===== config.mk =====
export PLATFORM = sky130hd
export DESIGN_NAME = txdesc_ctrl
export DESIGN_NICKNAME = d
export VERILOG_FILES = /design/src/rtl/txdesc_pkg.sv /design/src/rtl/txdesc_fsm.sv /design/src/rtl/txdesc_addr.sv /design/src/rtl/txdesc_status.sv /design/src/rtl/txdesc_ctrl.sv
export SDC_FILE = /design/constraint.sdc
export NUM_CORES = 1
export LEC_CHECK = 0
export CAP_MARGIN = 20
export CORE_MARGIN = 3
export CORE_UTILIZATION = 50
export CTS_BUF_LIST = sky130_fd_sc_hd__clkbuf_8
export DETAILED_ROUTE_END_ITERATION = 8
export DONT_BUFFER_PORTS = 1
export GPL_ROUTABILITY_DRIVEN = 1
export PLACE_DENSITY = 0.68
export SYNTH_ARGS = -nofsm -noshare
export SYNTH_HDL_FRONTEND = slang
export SYNTH_SLANG_ARGS = --single-unit

===== constraint.sdc =====
create_clock -name clk -period 5.55 [get_ports clk]
set_clock_uncertainty 0.15 [all_clocks]
set_input_delay 0.8325 -clock clk [delete_from_list [all_inputs] [get_ports clk]]
set_output_delay 0.8325 -clock clk [all_outputs]
set_load 0.1 [all_outputs]

===== src/rtl/txdesc_pkg.sv =====
package txdesc_pkg;
   typedef enum logic [1:0] {
      ENG_STOPPED   = 2'b00,
      ENG_RUNNING   = 2'b01,
      ENG_SUSPENDED = 2'b10
   } eng_state_e;
endpackage


===== src/rtl/txdesc_fsm.sv =====
module txdesc_fsm
   import txdesc_pkg::*;
(
   input  logic       clk,
   input  logic       rst_n,
   input  logic       run_en,
   input  logic       poll_req,
   input  logic       desc_valid,
   input  logic       desc_owned,
   input  logic       frame_done,
   output logic [1:0] state_o,
   output logic       fetch_req,
   output logic       start_evt,
   output logic       accept_evt,
   output logic       advance_evt,
   output logic       unavail_evt
);
   eng_state_e state_q, state_d;
   logic       in_frame_q, in_frame_d;

   assign start_evt   = (state_q == ENG_STOPPED) && run_en;
   assign fetch_req   = (state_q == ENG_RUNNING) && !in_frame_q;
   assign accept_evt  = fetch_req && run_en && desc_valid && desc_owned;
   assign unavail_evt = fetch_req && run_en && desc_valid && !desc_owned;
   assign advance_evt = (state_q == ENG_RUNNING) && in_frame_q && frame_done;
   assign state_o     = state_q;

   always_comb begin
      state_d    = state_q;
      in_frame_d = in_frame_q;
      unique case (state_q)
         ENG_STOPPED: begin
            if (run_en) begin
               state_d    = ENG_RUNNING;
               in_frame_d = 1'b0;
            end
         end
         ENG_RUNNING: begin
            if (!in_frame_q) begin
               if (!run_en)          state_d    = ENG_STOPPED;
               else if (accept_evt)  in_frame_d = 1'b1;
               else if (unavail_evt) state_d    = ENG_SUSPENDED;
            end else if (frame_done) begin
               in_frame_d = 1'b0;
               if (!run_en) state_d = ENG_STOPPED;
            end
         end
         ENG_SUSPENDED: begin
            if (!run_en) state_d = ENG_STOPPED;
            else if (poll_req) begin
               state_d    = ENG_RUNNING;
               in_frame_d = 1'b0;
            end
         end
         default: state_d = ENG_STOPPED;
      endcase
   end

   always_ff @(posedge clk or negedge rst_n) begin
      if (!rst_n) begin
         state_q    <= ENG_STOPPED;
         in_frame_q <= 1'b0;
      end else begin
         state_q    <= state_d;
         in_frame_q <= in_frame_d;
      end
   end

   assert_start_fetch_R2: assert property (@(posedge clk) disable iff (!rst_n)
      (state_q == ENG_STOPPED && run_en) |=> fetch_req);
   assert_unowned_suspends_R5: assert property (@(posedge clk) disable iff (!rst_n)
      (fetch_req && run_en && desc_valid && !desc_owned) |=> (state_q == ENG_SUSPENDED));
   assert_stop_deferred_R8: assert property (@(posedge clk) disable iff (!rst_n)
      (state_q == ENG_RUNNING && !fetch_req && !frame_done) |=> (state_q == ENG_RUNNING));
   assert_suspend_exit_R9: assert property (@(posedge clk) disable iff (!rst_n)
      (state_q == ENG_SUSPENDED && !run_en) |=> (state_q == ENG_STOPPED));
   assert_fetch_abort_R12: assert property (@(posedge clk) disable iff (!rst_n)
      (fetch_req && !run_en) |=> (state_q == ENG_STOPPED));
endmodule


===== src/rtl/txdesc_addr.sv =====
module txdesc_addr #(
   parameter int AW     = 32,
   parameter int STRIDE = 16
) (
   input  logic          clk,
   input  logic          rst_n,
   input  logic          start_evt,
   input  logic          accept_evt,
   input  logic          advance_evt,
   input  logic          eor_in,
   input  logic [AW-1:0] base,
   output logic [AW-1:0] cur_addr
);
   localparam int            SH      = (STRIDE > 1) ? $clog2(STRIDE) : 0;
   localparam bit            IS_POW2 = (SH > 0) && ((1 << SH) == STRIDE);
   localparam logic [AW-1:0] STEP    = AW'(STRIDE);

   logic [AW-1:0] addr_q, seq_next;
   logic          fresh_q, eor_q;

   generate
      if (IS_POW2) begin : g_shift_inc
         assign seq_next = {addr_q[AW-1:SH] + 1'b1, addr_q[SH-1:0]};
      end else begin : g_full_add
         assign seq_next = addr_q + STEP;
      end
   endgenerate

   always_ff @(posedge clk or negedge rst_n) begin
      if (!rst_n) begin
         addr_q  <= '0;
         fresh_q <= 1'b1;
         eor_q   <= 1'b0;
      end else begin
         if (start_evt && fresh_q) begin
            addr_q  <= base;
            fresh_q <= 1'b0;
         end else if (advance_evt) begin
            addr_q <= eor_q ? base : seq_next;
         end
         if (accept_evt) eor_q <= eor_in;
      end
   end

   assign cur_addr = addr_q;

   assert_addr_hold_R5: assert property (@(posedge clk) disable iff (!rst_n)
      (!start_evt && !advance_evt) |=> $stable(addr_q));
   assert_resume_saved_R10: assert property (@(posedge clk) disable iff (!rst_n)
      (start_evt && !fresh_q) |=> $stable(addr_q));
endmodule


===== src/rtl/txdesc_status.sv =====
module txdesc_status (
   input  logic clk,
   input  logic rst_n,
   input  logic set_evt,
   input  logic clr_pulse,
   output logic flag
);
   always_ff @(posedge clk or negedge rst_n) begin
      if (!rst_n)         flag <= 1'b0;
      else if (set_evt)   flag <= 1'b1;
      else if (clr_pulse) flag <= 1'b0;
   end

   assert_flag_sticky_R6: assert property (@(posedge clk) disable iff (!rst_n)
      (flag && !clr_pulse) |=> flag);
   assert_set_wins_R6: assert property (@(posedge clk) disable iff (!rst_n)
      set_evt |=> flag);
endmodule


===== src/rtl/txdesc_ctrl.sv =====
module txdesc_ctrl #(
   parameter int AW     = 32,
   parameter int STRIDE = 16
) (
   input  logic          clk,
   input  logic          rst_n,
   input  logic          run_en,
   input  logic [AW-1:0] list_base,
   input  logic          poll_req,
   input  logic          unavail_clr,
   input  logic          desc_valid,
   input  logic          desc_owned,
   input  logic          desc_eor,
   input  logic          frame_done,
   output logic          fetch_req,
   output logic [AW-1:0] desc_addr,
   output logic          buf_unavail,
   output logic [1:0]    eng_state
);
   generate
      if (AW < 8 || AW > 64) begin : g_bad_aw
         $error("txdesc_ctrl: AW must lie in 8..64");
      end
      if (STRIDE < 1 || $clog2(STRIDE) >= AW) begin : g_bad_stride
         $error("txdesc_ctrl: STRIDE must be positive and narrower than AW");
      end
   endgenerate

   logic start_evt, accept_evt, advance_evt, unavail_evt;

   txdesc_fsm u_fsm (
      .clk         (clk),
      .rst_n       (rst_n),
      .run_en      (run_en),
      .poll_req    (poll_req),
      .desc_valid  (desc_valid),
      .desc_owned  (desc_owned),
      .frame_done  (frame_done),
      .state_o     (eng_state),
      .fetch_req   (fetch_req),
      .start_evt   (start_evt),
      .accept_evt  (accept_evt),
      .advance_evt (advance_evt),
      .unavail_evt (unavail_evt)
   );

   txdesc_addr #(.AW(AW), .STRIDE(STRIDE)) u_addr (
      .clk         (clk),
      .rst_n       (rst_n),
      .start_evt   (start_evt),
      .accept_evt  (accept_evt),
      .advance_evt (advance_evt),
      .eor_in      (desc_eor),
      .base        (list_base),
      .cur_addr    (desc_addr)
   );

   txdesc_status u_status (
      .clk       (clk),
      .rst_n     (rst_n),
      .set_evt   (unavail_evt),
      .clr_pulse (unavail_clr),
      .flag      (buf_unavail)
   );

   assert_poll_ignored_R11: assert property (@(posedge clk) disable iff (!rst_n)
      (poll_req && eng_state == 2'b00 && !run_en) |=> (eng_state == 2'b00));
endmodule


# Word level (Yosys, flattened, before mapping)
# Cells that the tools add are included.
# classes
n_addsub	1
eq_ne	10
mux	23
n_reduce_logical	19
# op_table
operator	count
two-way mux 32 bit	3
adder 28 x 1 -> 28 bit (second input constant)	1
two-way mux 2 bit	9
!= test 3 bit (second input constant)	4
logical AND 1 bit	9
two-way mux 1 bit	9
!= test 2 bit (second input constant)	3
one-hot mux 2 bit (3 select lines)	1
AND reduction 6 bit	1
nonzero test 2 bit	3
AND reduction 4 bit	1
!= test 3 x 2 -> 1 bit (second input constant)	1
one-hot mux 1 bit (3 select lines)	1
nonzero test 3 bit	1
equality test 2 x 1 -> 1 bit (second input constant)	1
equality test 2 bit (second input constant)	1
zero test 1 bit	2
zero test 2 bit	1
AND reduction 2 bit	1
# totals
register_bits	38
in_bits	41
out_inout_bits	36

# Logic depth before layout (Yosys ltp)
# Gate-level depths: netlist of the first run.
# logic_depth
ltp_word	10
ltp_mapped	8

# Modules after synthesis
# Synthesis of the first run repeated with hierarchy kept, for this count alone.
# unflattened
hier_cells	277
hier_area_um2	2373.5
# by_module_without_submodules
mod	instances	cells_per_inst	area_per_inst_um2	seq_area_each_um2
txdesc_addr	1	253	2118.3	852.1
txdesc_fsm	1	21	219.0	75.1
txdesc_status	1	3	36.3	25.0

# Worst setup path before layout of the first run
# Ideal clock, no wire load.
# synth_path
path_kind	register to output
startpoint	reg u_fsm.state_q[0] (netlist: u_fsm.state_o[0])
endpoint	out fetch_req
arrival_ns	2.547
required_time_ns	4.568
path_slack_ns	2.021
stages_incl_launch_ff	3
path_cell_list	dfrtp_1 > nand2b_1 > nor2_1
# synth_between
elab_chain_len	2
# synth_rtl
element	line	rtl
start: declaration	txdesc_fsm.sv:18	eng_state_e state_q, state_d;
start signal: assignment	txdesc_fsm.sv:64	state_q <= state_d;
equality test 2 x 1 -> 1 bit	txdesc_fsm.sv:22	assign fetch_req = (state_q == ENG_RUNNING) && !in_frame_q;
logical AND 1 bit	txdesc_fsm.sv:22	
end: declaration	txdesc_ctrl.sv:15	output logic fetch_req,
# Every way passes these cells.

# Final worst setup path of the first run
# Ends and elaborated chain as after synthesis.

==> results.yml, run 1 <==
cts:
  cts_post_setup_buffers_inserted: 0
  cts-htree-levels: 2
  cts_hold_buf: 0
  cts.root.buffer_cell: "clkbuf_8"
  cts_resized: 0
  cts_inserted_buffers: 5
  cts_tree: "built"
  clk-insertion-delay-late_ns: 0.30
  clock_sink_count: 38
  cts_max_path_buffers: 2
  clk_transition_reported_paths_ns: 0.08
sta:
  worst_pin_slew_ns: 1.10
  fmaxAchievable_mhz: 284
  holdWs_ns: 0.0641
  final.setup.tns_ns: 0
  setup-violations-final: 0
  headroom_to_the_max_slew_limit_pct: 26.8
  final_number_of_max_transition_violations: 0
  period_share_pct: 63.4
  finalHoldViolCount: 0
  timing.final.ws_setup_ns: 2.03
  finalWorstPathRequiredPeriod_ns: 3.52
  grt_setup_unrepaired: "no"
detailed_routing:
  route.antenna.remaining_nets: 0
  routed_via_density: 6.62
  drtPass1Iterations: 4
  detail_route.iter0.violations: 205
  routedWlPerCell_um: 19.2
  vias: 1999
  detail_route.wirelength_um: 5800
  post-route-drc-count: 0
logic_synthesis:
  synth_seq_area_share_pct: 42.4
  synth_top_area_cell: "dfrtp_1"
  synthFlopType: "dfrtp_1"
  number_of_synthesized_flops_with_an_enable_pin: 0
  postSynthAreaPerCell_um2: 8.84
  synthesis.yosys.warnings: 0
  yosysUniqueCellTypes: 56
  dominant_cell_by_count_in_the_synthesized_netlist: "dfrtp_1"
  postSynthNetCount: 296
  synthTopCellsByCount: "dfrtp_1 (37), nand2_1 (29), nor2_1 (19)"
  synthDominantCellAreaShare_pct: 41.2
  asyncSetResetFlopFracSynth_pct: 100
  synth_cells: 254
  synth.top_cells.by_area: "dfrtp_1 (41%), nand2_1 (4.8%), a21oi_1 (3.8%)"
  synth_seq_cells: 38
  synth.cell_area_um2: 2240
worst_setup_path:
  path_cells: "nand2b_1, nor2_2"
  crit_path_start_kind: "register"
  worstPathMaxFanout: 7
  delay_contributed_by_the_slowest_stage_of_the_critical_path_ns: 1.01
  critical_path_data_arrival_time_ns: 2.54
  critical_path_class: "reg -> out"
  worstPathRequired_ns: 4.57
  worstSetupEndpointType: "output port"
  slowest_stage: "dfrtp_1"
run_status:
  run_status: "complete, no violations"
floorplan:
  die-height_um: 73
  placement_rows: 23
  core_area_um2: 4170
  num_io_pins: 77
  chipWidth_um: 73
  initial_core_util_pct: 53.8
  die_footprint_um2: 5330
placed_design:
  dpl.hpwl_um: 4140
  dp_slack_ns: 2.36
  gpl.final_weighted_congestion: 0.894
  numPortBuffers: 0
layout:
  final_layout_size_suffix_gt1_share_pct: 11.1
  final_nets: 293
  antenna-diode-count: 0
  areaGrowthSynthToFinish_pct: 5.52
global_routing:
  grt_max_degree: 39
  globalRouteTotalUtil_pct: 23.1
  grt_pass1_wl_um: 9500
  antenna_found_initial: 0
  first_global_vias: 1866
  globalRouteOverflowTotal: 0
flow_run:
  drv.max_cap_violation_count: 0
worst_hold_path:
  worst_hold_path_type: "in -> async"
==> cells in the final DEF (no fill, tap or decap), types with 8 or more instances in the layout <==
master,instances
dfrtp_1,37
nand2_1,29
nor2_1,18
o21ai_0,17
a21oi_1,17
nand3_1,13
nor3_1,10
inv_1,9
nand4_1,8
clkbuf_8,8
==> sequential cells by signal, summed over array words and instances (netlist names) <==
signal / cells
u_addr.cur_addr: 32
u_fsm.state_o: 2
u_addr.eor_q: 1
u_addr.fresh_q: 1
u_fsm.in_frame_q: 1
u_status.flag: 1
==> worst max-delay path: cells and delay by family (launching register included) <==
| family | cells | cell delay, ns |
|---|---|---|
| DFF | 1 | 1.01 |
| and+or+nand+nor | 2 | 1.22 |
==> logic make-up (layout without fill, tap and decap cells) <==
| group | Yosys count | after routing | synth area share [%] |
|---|---|---|---|
| buffers and inverters | 23 | 21 | 5.30 |
| AND/OR/NAND/NOR | 111 | 111 | 27.0 |
| adder cells (fa/ha/maj) | 1 | 1 | 0.557 |
| flip-flops | 38 | 38 | 42.4 |
| XOR/XNOR | 2 | 2 | 0.781 |
| AO/OA/AOI/OAI | 78 | 78 | 23.4 |
| multiplexers | 1 | 1 | 0.502 |
==> metal layers <==
| metal | share of wire [%] | vias up | routed length [um] | track usage [%] |
|---|---|---|---|---|
| li1 | - | 956 | - | - |
| met2 | 45 | 78 | 2610 | 34.5 |
| met4 | 1.5 | 0 | 87 | 7.38 |
| met1 | 43 | 956 | 2520 | 30.3 |
| met3 | 9.9 | 9 | 574 | 9.64 |
| met5 | 0 | - | 0 | 0 |
==> final timing paths <==
| kind | from | endpoint | slack, ns | cells after the start |
|---|---|---|---|---|
| setup / recovery | u_fsm.state_o[0] | fetch_req | 2.03 | 2 |
| hold / removal | rst_n | u_addr.cur_addr[7] | 0.06 | 0 |
| setup reg to reg | u_addr.cur_addr[4] | u_addr.cur_addr[22] | 2.37 | 6 |
| hold reg to reg | u_addr.fresh_q | u_addr.fresh_q | 0.31 | 1 |
| max in group asynchronous | rst_n | u_addr.fresh_q | 5.00 | 0 |
| min in group clk | u_addr.fresh_q | u_addr.fresh_q | 0.31 | 1 |
==> area by class of cell <==
cell class	count	area [um2]
well taps	50	62.6
inverters	9	33.8
fillers	388	1800
clock buffers	8	110
multi-input cells	193	1180
flip-flops and latches	38	952
repair buffers	4	33.8
==> through the flow <==
step           util, %  instances  area (um2)
2_1_floorplan        -        254        2240
3_3_place_gp      53.9        293        2250
3_5_place_dp      54.1        294        2260
4_1_cts           56.8        302        2370
5_1_grt           56.8        302        2370
6_report          56.8        302        2370
Power of run 1 is not shown: default switching activity piles up to over one toggle a cycle in this logic, so the estimate is an artifact.
==> inputs of run 2 (changes only) <==
- PLACE_DENSITY: 0.68 -> 0.71
- clock period: 5.55 -> 3.2 ns (I/O delays scaled with it)
==> run 2 against run 1 <==
  * First-iteration DRC count down 5.9%
  * Sequential cell count is the same
  * Register-to-register slack got worse by 1.5 ns
==> results.yml, run 2 (synthesis results as in run 1) <==
run_status:
  run_status: "complete, no violations"
worst_hold_path:
  worstHoldPathCells: 1
  worstHoldEndpoint: "u_fsm.state_o[0]"
  worst_hold_path_type: "in -> reg"
  hp-start: "frame_done"
global_routing:
  antenna_found_initial: 0
  globalRouteOverflowTotal: 0
  globalRouteTotalUtil_pct: 23.5
  grt_max_degree: 39
  first_global_vias: 2043
  grt_pass1_wl_um: 9720
worst_setup_path:
  worstSetupEndpointType: "register"
  worstRegToRegCells: 6
  path_depth: 6
  worst_r2r_startpoint: "u_addr.cur_addr[4]"
  slowest_stage: "or4_1"
  delay_contributed_by_the_slowest_stage_of_the_critical_path_ns: 0.54
  cp_num_buf_inv: 0
  worstPathRequired_ns: 3.22
  crit_path_start_kind: "register"
  path_cells: "ha_1, nand4_1, or3_1, or4_1, a21oi_1, o21ai_0"
  critPathTopFamily: "simple AND/OR/NAND/NOR gates"
  critical_path_data_arrival_time_ns: 2.40
  critical_path.reg2reg.endpoint: "u_addr.cur_addr[30]"
  worst-r2r-setup-slack_ns: 0.83
  critical_path_class: "reg -> reg"
  worstSetupStartpoint: "u_addr.cur_addr[4]"
  worstPathMaxFanout: 6
sta:
  grt_setup_unrepaired: "no"
  fmaxAchievable_mhz: 422
  headroom_to_the_max_slew_limit_pct: 37.7
  worst_pin_slew_ns: 0.934
  holdWs_ns: 0.120
  finalWorstPathRequiredPeriod_ns: 2.37
  period_share_pct: 74.1
  setup-violations-final: 0
  finalHoldViolCount: 0
  timing.final.ws_setup_ns: 0.828
  final_number_of_max_transition_violations: 0
  final.setup.tns_ns: 0
detailed_routing:
  detail_route.iter0.violations: 193
  routedWlPerCell_um: 18.1
  routed_via_density: 6.33
  detail_route.wirelength_um: 6030
  route.antenna.remaining_nets: 0
  drtPass1Iterations: 4
  vias: 2107
  post-route-drc-count: 0
layout:
  postLayoutCoreUtil_pct: 62.0
  largest_register_ffs: 32
  most-common-layout-cells: "dfrtp_1 (37), buf_4 (34), nand2_1 (29)"
  layout.area.seq_um2: 952
  antenna-diode-count: 0
  final_layout_size_suffix_gt1_share_pct: 19.8
  final.fill_count: 399
  area_of_the_multi_input_gates_um2: 1180
  commonest_non_fill_non_tap_cell_in_the_layout: "dfrtp_1"
  areaGrowthSynthToFinish_pct: 15.2
  final_nets: 325
cts:
  cts_max_path_buffers: 2
  cts-htree-levels: 2
  cts_tree: "built"
  cts_resized: 0
  clk-insertion-delay-late_ns: 0.29
  cts_inserted_buffers: 5
  clk_transition_reported_paths_ns: 0.07
  clock_sink_count: 38
  cts.root.buffer_cell: "clkbuf_8"
placed_design:
  dpl.hpwl_um: 4370
  numPortBuffers: 0
  gpl.final_weighted_congestion: 0.843
  dp_slack_ns: 0.876
power_and_ir_drop:
  power.ir.vdd_worst_mv: 0.824
  clock_power_share_pct: 9.9
  total_power_mw: 3.11
  power.density_nw_per_um2: 1200
  switchingPower_mw: 1.96
  pwr-share-seq_pct: 33.0
  share_of_power_burned_in_combinational_logic_pct: 57.1
  p_leak_nw: 1.08
  power.share.switching_pct: 62.9
  cellInternalPower_mw: 1.15
floorplan:
  initial_core_util_pct: 53.8
  placement_rows: 23
  core_area_um2: 4170
  num_io_pins: 77
  die-height_um: 73
  die_footprint_um2: 5330
  chipWidth_um: 73
flow_run:
  drv.max_cap_violation_count: 0
-- run 2: cell types whose count changed in the layout (fill, tap and decap cells not counted), sizes merged --
| cell | change |
|---|---|
| inv | +2 |
| dlygate4sd3 | +1 |
| clkbuf | -3 |
| buf | +31 |
-- run 2: worst register-to-register path, stage by stage, from the launching register on --
cell and delay (ns):
dfrtp_1 0.39, ha_1 0.23, nand4_1 0.24, or3_1 0.48
or4_1 0.54, a21oi_1 0.14, o21ai_0 0.08
-- run 2: power groups by stage --
stage	clock network (mW)	logic (mW)	registers, mW
after CTS	0.315	1.78	1.03
final	0.309	1.78	1.03
after detailed placement	0	1.76	1.03
after global routing	0.330	1.85	1.05
after floorplan	0	0.328	2.12
after global placement	0	1.75	1.03
-- run 2: timing repair --
action / 4_1_cts / 5_1_grt
hold buffers: 2 / 0
endpoints found under the hold margin: 38 / 0
buffers inserted: 0 / 0
-- run 2: how the worst max path moves through the flow --
| stage | to | slack, ns |
|---|---|---|
| 3_5_place_dp | u_addr.cur_addr[30] | 0.88 |
| 3_3_place_gp | u_addr.cur_addr[31] | 0.94 |
| 2_1_floorplan | u_addr.cur_addr[30] | 0.25 |
| 6_report | u_addr.cur_addr[30] | 0.83 |
| 5_1_grt | u_addr.cur_addr[22] | 0.63 |
| 4_1_cts | u_addr.cur_addr[30] | 0.85 |
-- run 2: metrics by stage --
step	cells	cell area, um2
after floorplan	254	2250
after global placement	324	2480
after detailed placement	324	2480
after CTS	333	2590
after global routing	333	2590
final	333	2590
-- run 2: area by class of cell --
type | count | area share, %
flip-flops and latches | 38 | 36.8
clock buffers | 5 | 2.66
repair buffers | 36 | 11.0
clock inverters | 2 | 0.290
well taps | 50 | 2.42
multi-input cells | 193 | 45.5
inverters | 9 | 1.31
-- run 2: layer usage --
layer  track usage [%]  share of wire, %
met5                 0                 0
met4              7.99               1.2
met3              7.85                10
met2              34.8                45
met1              32.2                43
Power figures use the tool's default switching activity.
==> inputs of run 3 (changes only) <==
- ABC_AREA: default -> 1
- clock period: 3.2 -> 1.9 ns (I/O delays scaled with it)
==> run 3 against run 2 <==
  * First-iteration DRC count is 3.1% higher
  * Global-route usage is 1.8 points higher
  * Sequential share of layout area is 6.5 points lower
  * Area after synthesis is 15% higher
==> results.yml, run 3 <==
run_status:
  run_status: "complete, no violations"
floorplan:
  num_io_pins: 77
  chipWidth_um: 77.7
  core_area_um2: 4850
  placement_rows: 25
  initial_core_util_pct: 53.1
  die_footprint_um2: 6040
  die-height_um: 77.7
layout:
  finalInstanceArea_um2: 3270
  most-common-layout-cells: "nand2_1 (135), inv_1 (46), nor2_1 (43)"
  antenna-diode-count: 0
  areaGrowthSynthToFinish_pct: 27.1
  final_nets: 485
  final.fill_count: 441
  largest_register_ffs: 32
  final_layout_size_suffix_gt1_share_pct: 22.1
  layout.area.seq_um2: 990
  postLayoutCoreUtil_pct: 67.4
  area_of_the_multi_input_gates_um2: 1390
  commonest_non_fill_non_tap_cell_in_the_layout: "nand2_1"
placed_design:
  placed_area_um2: 2970
  numPortBuffers: 0
  dpl.hpwl_um: 5130
  gpl.final_weighted_congestion: 0.890
logic_synthesis:
  postSynthAreaPerCell_um2: 6.61
  synth_seq_cells: 38
  synth_compound_gate_area_share_pct: 8.56
  number_of_synthesized_flops_with_an_enable_pin: 0
  asyncSetResetFlopFracSynth_pct: 100
  synthesis.yosys.warnings: 0
  dominant_cell_by_count_in_the_synthesized_netlist: "nand2_1"
  synth_cells: 389
  synthTopCellsByCount: "nand2_1 (135), inv_1 (46), nor2_1 (44)"
  synth.cell_area_um2: 2570
  yosysUniqueCellTypes: 32
  synth_seq_area_share_pct: 37.0
  synth-adder-area-share_pct: 0.486
  post_synth_mux_area_share_pct: 0
  synth_top_area_cell: "dfrtp_1"
  synthFlopType: "dfrtp_1"
  synthDominantCellAreaShare_pct: 36.0
  synth_top_family_by_area: "simple AND/OR/NAND/NOR gates"
  postSynthNetCount: 431
  yosys.area_share.xor_xnor_pct: 1.36
  synth_simple_gate_area_share_pct: 42.9
  synth.top_cells.by_area: "dfrtp_1 (36%), nand2_1 (20%), nand3_1 (7.2%)"
detailed_routing:
  routed_via_density: 5.22
  post-route-drc-count: 0
  vias: 2667
  detail_route.iter0.violations: 199
  route.antenna.remaining_nets: 0
  routedWlPerCell_um: 14.2
  drtPass1Iterations: 5
  detail_route.wirelength_um: 7280
worst_setup_path:
  worstSetupEndpointType: "register"
  path_cells: "nor2_2, nand3_2, nand2_2, inv_2, or2_0, nand3_1, o21ai_0"
  cp_num_buf_inv: 1
  critPathTopFamily: "simple AND/OR/NAND/NOR gates"
  slowest_stage: "dfrtp_2"
  worstPathRequired_ns: 1.92
  crit_path_start_kind: "register"
  worstPathMaxFanout: 21
  critical_path_class: "reg -> reg"
  critical_path_data_arrival_time_ns: 1.76
  delay_contributed_by_the_slowest_stage_of_the_critical_path_ns: 0.46
cts:
  clk-insertion-delay-late_ns: 0.29
  clk_transition_reported_paths_ns: 0.08
  cts_max_path_buffers: 2
  clock_sink_count: 38
  cts_post_setup_buffers_inserted: 0
  cts_tree: "built"
  cts-htree-levels: 2
  cts.root.buffer_cell: "clkbuf_8"
  cts_inserted_buffers: 5
sta:
  finalHoldViolCount: 0
  final_number_of_max_transition_violations: 0
  worst_pin_slew_ns: 0.409
  setup-violations-final: 0
  final.setup.tns_ns: 0
  holdWs_ns: 0.0155
  period_share_pct: 91.3
  finalWorstPathRequiredPeriod_ns: 1.73
  fmaxAchievable_mhz: 577
  grt_setup_unrepaired: "no"
  headroom_to_the_max_slew_limit_pct: 72.7
global_routing:
  grt.met2_usage_pct: 42.1
  met3_capacity_usage_during_global_routing_pct: 8.00
  grt_pass1_wl_um: 12200
  grt_max_degree: 39
  globalRouteMet1Util_pct: 31.8
  grt-busiest-layer: "met2"
  first_global_vias: 2595
  globalRouteOverflowTotal: 0
  antenna_found_initial: 0
  globalRouteTotalUtil_pct: 25.3
worst_hold_path:
  worst_hold_path_type: "in -> reg"
flow_run:
  drv.max_cap_violation_count: 0
[run 3: final timing paths]
path / slack [ns] / startpoint / cells after the start / endpoint
max reg2reg: 0.17 / u_fsm.state_o[0] / 7 / u_addr.cur_addr[15]
max in group asynchronous: 1.01 / rst_n / 2 / u_addr.fresh_q
min in group asynchronous: 0.33 / rst_n / 2 / u_addr.cur_addr[27]
min: 0.02 / list_base[11] / 2 / u_addr.cur_addr[11]
min reg2reg: 0.34 / u_addr.fresh_q / 1 / u_addr.fresh_q
max: 0.17 / u_fsm.state_o[0] / 7 / u_addr.cur_addr[15]
[run 3: kinds of logic (layout without fill, tap and decap cells)]
family | Yosys count | after routing
DFF | 38 | 38
and+or+nand+nor | 250 | 250
adders and majority gates | 1 | 1
buffers and inverters | 57 | 112
AOI/OAI and AO/OA | 39 | 39
xor gates and xnor gates | 4 | 4
[run 3: layout make-up]
| type | count | share of cell area (%) |
|---|---|---|
| clock buffers | 6 | 2.53 |
| clock inverters | 2 | 1.84 |
| inverters | 48 | 5.55 |
| multi-input cells | 294 | 42.6 |
| flip-flops and latches | 38 | 30.3 |
| well taps | 67 | 2.56 |
| repair buffers | 56 | 14.7 |
[run 3: worst reg2reg max path, delay by kind of cell (launching register included)]
family | cells | cell delay, ns
AND/OR/NAND/NOR | 5 | 0.76
flip-flops | 1 | 0.46
buffers and inverters | 1 | 0.19
AO/OA/AOI/OAI | 1 | 0.07
[run 3: routing by layer]
metal	wire, um	vias up
li1	-	1345
met3	618	9
met2	3520	109
met1	3070	1204
met5	0	-
met4	76	0
[run 3: timing repair]
item,in CTS,in global routing
gates resized for setup,0,1
endpoints found under the setup margin,0,1
hold endpoints to repair,51,0
hold buffers,15,0
[run 3: per-stage QoR]
step                std cells  worst slack (ns)
CTS                       511             0.147
floorplan                 389           0.00352
global placement          488             0.240
global route              511            0.0152
finish                    511             0.166
detailed placement        488             0.175
Power of run 3 is left out for the same reason.
